**src/rtl/cwu_pkg.sv**
```systemverilog
package cwu_pkg;
    typedef enum logic [1:0] {
        ST_IDLE   = 2'd0,
        ST_ARMED  = 2'd1,
        ST_LOCKED = 2'd2
    } cwu_state_e;
endpackage

```
**src/rtl/cwu_edge_det.sv**
```systemverilog
module cwu_edge_det (
    input  logic clk,
    input  logic rst_n,
    input  logic sig_in,
    output logic rise
);
    logic sig_q;

    always_ff @(posedge clk) begin
        if (!rst_n) sig_q <= 1'b0;
        else        sig_q <= sig_in;
    end

    assign rise = sig_in & ~sig_q;
endmodule

```
**src/rtl/cwu_arm_fsm.sv**
```systemverilog
module cwu_arm_fsm
    import cwu_pkg::*;
(
    input  logic clk,
    input  logic rst_n,
    input  logic cap_en,
    input  logic rise,
    input  logic bnd,
    output logic take,
    output logic locked
);
    cwu_state_e state_q, state_d;

    always_ff @(posedge clk) begin
        if (!rst_n) state_q <= ST_IDLE;
        else        state_q <= state_d;
    end

    always_comb begin
        state_d = state_q;
        take    = 1'b0;
        unique case (state_q)
            ST_IDLE: begin
                if (cap_en && rise) begin
                    take    = 1'b1;          // TAKE
                    state_d = ST_LOCKED;
                end else if (cap_en) begin
                    state_d = ST_ARMED;      // EN_ON
                end
            end
            ST_ARMED: begin
                if (cap_en && rise) begin
                    take    = 1'b1;          // TAKE
                    state_d = ST_LOCKED;
                end
            end
            ST_LOCKED: begin
                if (cap_en && rise && bnd) begin
                    take    = 1'b1;          // RETAKE
                    state_d = ST_LOCKED;
                end else if (bnd) begin
                    state_d = ST_ARMED;      // REOPEN
                end
            end
            default: state_d = ST_IDLE;
        endcase
        if (!cap_en) state_d = ST_IDLE;      // EN_OFF
    end

    assign locked = (state_q == ST_LOCKED);
endmodule

```
**src/rtl/cwu_cap_regs.sv**
```systemverilog
module cwu_cap_regs #(
    parameter int DW = 16
) (
    input  logic          clk,
    input  logic          rst_n,
    input  logic          take,
    input  logic          bnd,
    input  logic          shdw_bypass,
    input  logic [DW-1:0] cnt,
    output logic [DW-1:0] act_val,
    output logic [DW-1:0] shd_val
);
    always_ff @(posedge clk) begin
        if (!rst_n)    act_val <= '0;
        else if (take) act_val <= cnt;
    end

    always_ff @(posedge clk) begin
        if (!rst_n)                  shd_val <= '0;
        else if (bnd && !shdw_bypass) shd_val <= act_val;
    end
endmodule

```
**src/rtl/cwu_read_port.sv**
```systemverilog
module cwu_read_port #(
    parameter int          DW       = 16,
    parameter int          AW       = 4,
    parameter logic [AW-1:0] CAP_ADDR = '0
) (
    input  logic          clk,
    input  logic          rst_n,
    input  logic          rd_stb,
    input  logic [AW-1:0] addr,
    input  logic          shdw_bypass,
    input  logic [DW-1:0] act_val,
    input  logic [DW-1:0] shd_val,
    output logic [DW-1:0] rd_data,
    output logic          rd_valid
);
    logic [DW-1:0] sel_val;

    assign sel_val = shdw_bypass ? act_val : shd_val;

    always_ff @(posedge clk) begin
        if (!rst_n) begin
            rd_data  <= '0;
            rd_valid <= 1'b0;
        end else begin
            rd_valid <= rd_stb;
            if (rd_stb) rd_data <= (addr == CAP_ADDR) ? sel_val : '0;
        end
    end
endmodule

```
**src/rtl/capture_window_unit.sv**
```systemverilog
module capture_window_unit #(
    parameter int            DW       = 16,
    parameter int            AW       = 4,
    parameter logic [AW-1:0] CAP_ADDR = 4'h6
) (
    input  logic          clk,
    input  logic          rst_n,
    input  logic [DW-1:0] tb_count,
    input  logic          prd_hit,
    input  logic          zero_hit,
    input  logic          evt_in,
    input  logic          cap_en,
    input  logic          shdw_bypass,
    input  logic          bnd_sel,
    input  logic          rd_stb,
    input  logic          wr_stb,
    input  logic [AW-1:0] addr,
    input  logic [DW-1:0] wr_data,
    output logic [DW-1:0] rd_data,
    output logic          rd_valid
);
    logic          rise, take, locked, bnd_hit;
    logic [DW-1:0] act_val, shd_val;
    logic          unused_wr;

    assign bnd_hit   = bnd_sel ? prd_hit : zero_hit;
    assign unused_wr = wr_stb ^ (^wr_data);

    cwu_edge_det u_edge (
        .clk(clk), .rst_n(rst_n), .sig_in(evt_in), .rise(rise)
    );

    cwu_arm_fsm u_fsm (
        .clk(clk), .rst_n(rst_n), .cap_en(cap_en), .rise(rise),
        .bnd(bnd_hit), .take(take), .locked(locked)
    );

    cwu_cap_regs #(.DW(DW)) u_regs (
        .clk(clk), .rst_n(rst_n), .take(take), .bnd(bnd_hit),
        .shdw_bypass(shdw_bypass), .cnt(tb_count),
        .act_val(act_val), .shd_val(shd_val)
    );

    cwu_read_port #(.DW(DW), .AW(AW), .CAP_ADDR(CAP_ADDR)) u_rd (
        .clk(clk), .rst_n(rst_n), .rd_stb(rd_stb), .addr(addr),
        .shdw_bypass(shdw_bypass), .act_val(act_val), .shd_val(shd_val),
        .rd_data(rd_data), .rd_valid(rd_valid)
    );
endmodule

```
**config.mk**
```make
export PLATFORM = sky130hd
export DESIGN_NAME = capture_window_unit
export DESIGN_NICKNAME = d
export VERILOG_FILES = /design/src/rtl/cwu_pkg.sv /design/src/rtl/cwu_edge_det.sv /design/src/rtl/cwu_arm_fsm.sv /design/src/rtl/cwu_cap_regs.sv /design/src/rtl/cwu_read_port.sv /design/src/rtl/capture_window_unit.sv
export SDC_FILE = /design/constraint.sdc
export NUM_CORES = 1
export LEC_CHECK = 0
export BUFFER_PORTS_ARGS = -buffer_cell sky130_fd_sc_hd__buf_2
export CAP_MARGIN = 5
export CORE_ASPECT_RATIO = 0.8
export CORE_MARGIN = 3
export CORE_UTILIZATION = 40
export CTS_BUF_LIST = sky130_fd_sc_hd__clkbuf_2 sky130_fd_sc_hd__clkbuf_4 sky130_fd_sc_hd__clkbuf_8
export CTS_CLUSTER_SIZE = 28
export DETAILED_ROUTE_END_ITERATION = 16
export HOLD_SLACK_MARGIN = 0.12
export SYNTH_ARGS = -nofsm -noshare
export SYNTH_HDL_FRONTEND = slang
export SYNTH_HIERARCHICAL = 1
export SYNTH_SLANG_ARGS = --single-unit
```
**constraint.sdc**
```tcl
create_clock -name clk -period 2 [get_ports clk]
set_clock_uncertainty 0.15 [all_clocks]
set_input_delay 0.4 -clock clk [delete_from_list [all_inputs] [get_ports clk]]
set_output_delay 0.4 -clock clk [all_outputs]
set_load 0.005 [all_outputs]
```
==> results.md <==
- CTS max path bufs: 2
- Sequential share of power: 0.545
- Synth Instances: 212
- Clk_lat worst skew: 0.29 ns
- # nets final: 302
- CTS Root Cell: clkbuf_8
- Psw: 0.437 mW
- Post-CTS Hold Fix Bufs: 0
- Mapped cell area: 0.00231 mm2
- Area grow syn2layout: 15.1%
- All-Layer GR Usage: 0.138
- CTS clk-pin slew, worst paths: 0.09 ns
- Via density: 4.55
- Fin util: 0.481
- Area of the multi-input gates: 0.00104 mm2
- Synth Net Count: 258
- PwrDens: 742 mW/mm2
- WP data required: 2.07 ns
- RSZ-0062 raised after global routing: no
- I/O pin cnt: 63
- Setup_tns: 0 ns
- Internal Power: 1.54 mW
- Fmax: 0.671 GHz
- Hold WC Path Type: input port to flip-flop
- Cell Rows: 24
- Cell count after placement: 327
- Gp weighted congestion: 0.726
- Final period utilization: 0.746
- Critical-path maximum fanout: 16
- Total CTS buffers: 5
- Core area: 0.00553 mm2
- Hold slack: 0.169 ns
- First-pass GRT wire length: 7330 um
- Post-CTS Setup Repair Bufs: 0
- Number of detailed-route iterations in the first pass: 4
- ANT nets after route: 0
- Congestion Overflow GR: 0
- Total Wirelength: 4370 um
- H-tree lvl count: 2
- Non-Filler Instances: 335
- Die Span Y: 74.0 um
- Starting Density: 0.418
- Slew HR: 0.567
- Combinational power share: 0.096
- Wire per inst: 13.0 um
- Hpwl dp: 3010 um
- Initial antenna violation count: 0
- Ys Warns: 6
- Chip Width: 91.0 um
- Status: finished clean
- Startpoint types: input port
- Final Max Tran Viols: 0
- Share of layout cells above drive strength 1: 0.300
- VDD IR max: 406 uV
- Clock Power Share: 0.359
- CTS tree: yes
- Diode count: 0
- Post-CTS Resized: 0
- Vias: 1523
- Vias in the first global route: 1503
- Setup Crit Path Kind: input port to flip-flop
- Max_cap viols: 0
- Final setup vio count: 0
- DRC viols: 0
- Seq. cell area: 0.00104 mm2
- Synth Area per Inst: 10.9 um2
- Pin count of the biggest net entering global routing: 31
- IO Port Bufs: 45
- Actual slew at the worst max-slew pin: 0.648 ns
- Tmin final: 1.49 ns
- Final Hold Vio Count: 0
- Die ar.: 0.00673 mm2
- CP endpoint kind: flip-flop
- Fill count: 552
- CP arrival: 1.56 ns
- Leakage: 1.03 nW
- CTS Sinks: 52
- 1st-iter DRT viols: 64
- Net Sw Frac: 0.221
==> critical path, stage by stage <==
cell	delay (ns)
buf_2	0.10
mux2_4	0.22
nor2b_4	0.56
mux2i_1	0.27
==> routing by layer <==
metal	part of all wire	routed length, um	vias to the layer above	GRT usage
li1	-	-	795	-
met1	0.50	2190	698	0.188
met4	0.0057	25	0	0.0401
met5	0	0	-	0
met3	0.049	212	2	0.0394
met2	0.44	1940	28	0.216
==> registers in the layout, indices dropped and copies added (netlist names) <==
register        cells
u_regs/shd_val     16
u_edge/sig_q        1
u_fsm/state_q       2
u_rd/rd_data       16
u_regs/act_val     16
u_rd/rd_valid       1
==> final cells by class <==
type,instances,share of cell area
sequential,52,0.391
clock inverter,2,0.0132
inverter,18,0.0254
clock buffer,6,0.0287
tap,78,0.0367
timing repair buffer,53,0.112
multi-input combinational,126,0.393
==> metrics by stage <==
stage,setup slack [ns],power [mW],cell area [um2]
after floorplan,0.397,1.25,2310
after CTS,0.509,2.01,2660
after detailed placement,0.195,1.29,2550
after global routing,0.453,2.08,2660
final,0.509,1.97,2660
after global placement,0.240,1.29,2550
==> cell usage in the layout (no fill, tap or decap) <==
master / instances
bufinv_16: 1
nor2b_4: 2
buf_2: 45
mux2i_1: 48
clkbuf_4: 1
nand2b_1: 2
o32ai_2: 10
and2_1: 1
inv_1: 18
nand2b_4: 1
a211oi_1: 1
nand4bb_1: 1
nor2b_1: 16
dfxtp_1: 52
nand2_1: 35
o32ai_1: 6
buf_4: 7
mux2_4: 1
a21oi_2: 1
clkinv_2: 1
a221oi_2: 1
buf_12: 1
clkbuf_8: 5
==> worst paths after layout <==
path	start	to	slack (ns)	depth (start not counted)
worst max-delay path	bnd_sel	u_regs/shd_val[5]	0.51	4
worst min-delay path	evt_in	u_edge/sig_q	0.17	2
worst max register to register	u_edge/sig_q	u_regs/act_val[1]	0.62	6
worst min register to register	u_fsm/state_q[0]	u_fsm/state_q[1]	0.30	1
==> power groups by stage <==
| stage | Clock [mW] | Sequential (mW) | Combinational, mW |
|---|---|---|---|
| final | 0.709 | 1.08 | 0.190 |
| after global routing | 0.787 | 1.08 | 0.209 |
| after CTS | 0.742 | 1.08 | 0.193 |
| after detailed placement | 0 | 1.10 | 0.193 |
| after global placement | 0 | 1.10 | 0.190 |
| after floorplan | 0 | 1.10 | 0.150 |
Note: power is estimated with default switching activity, not from simulation.
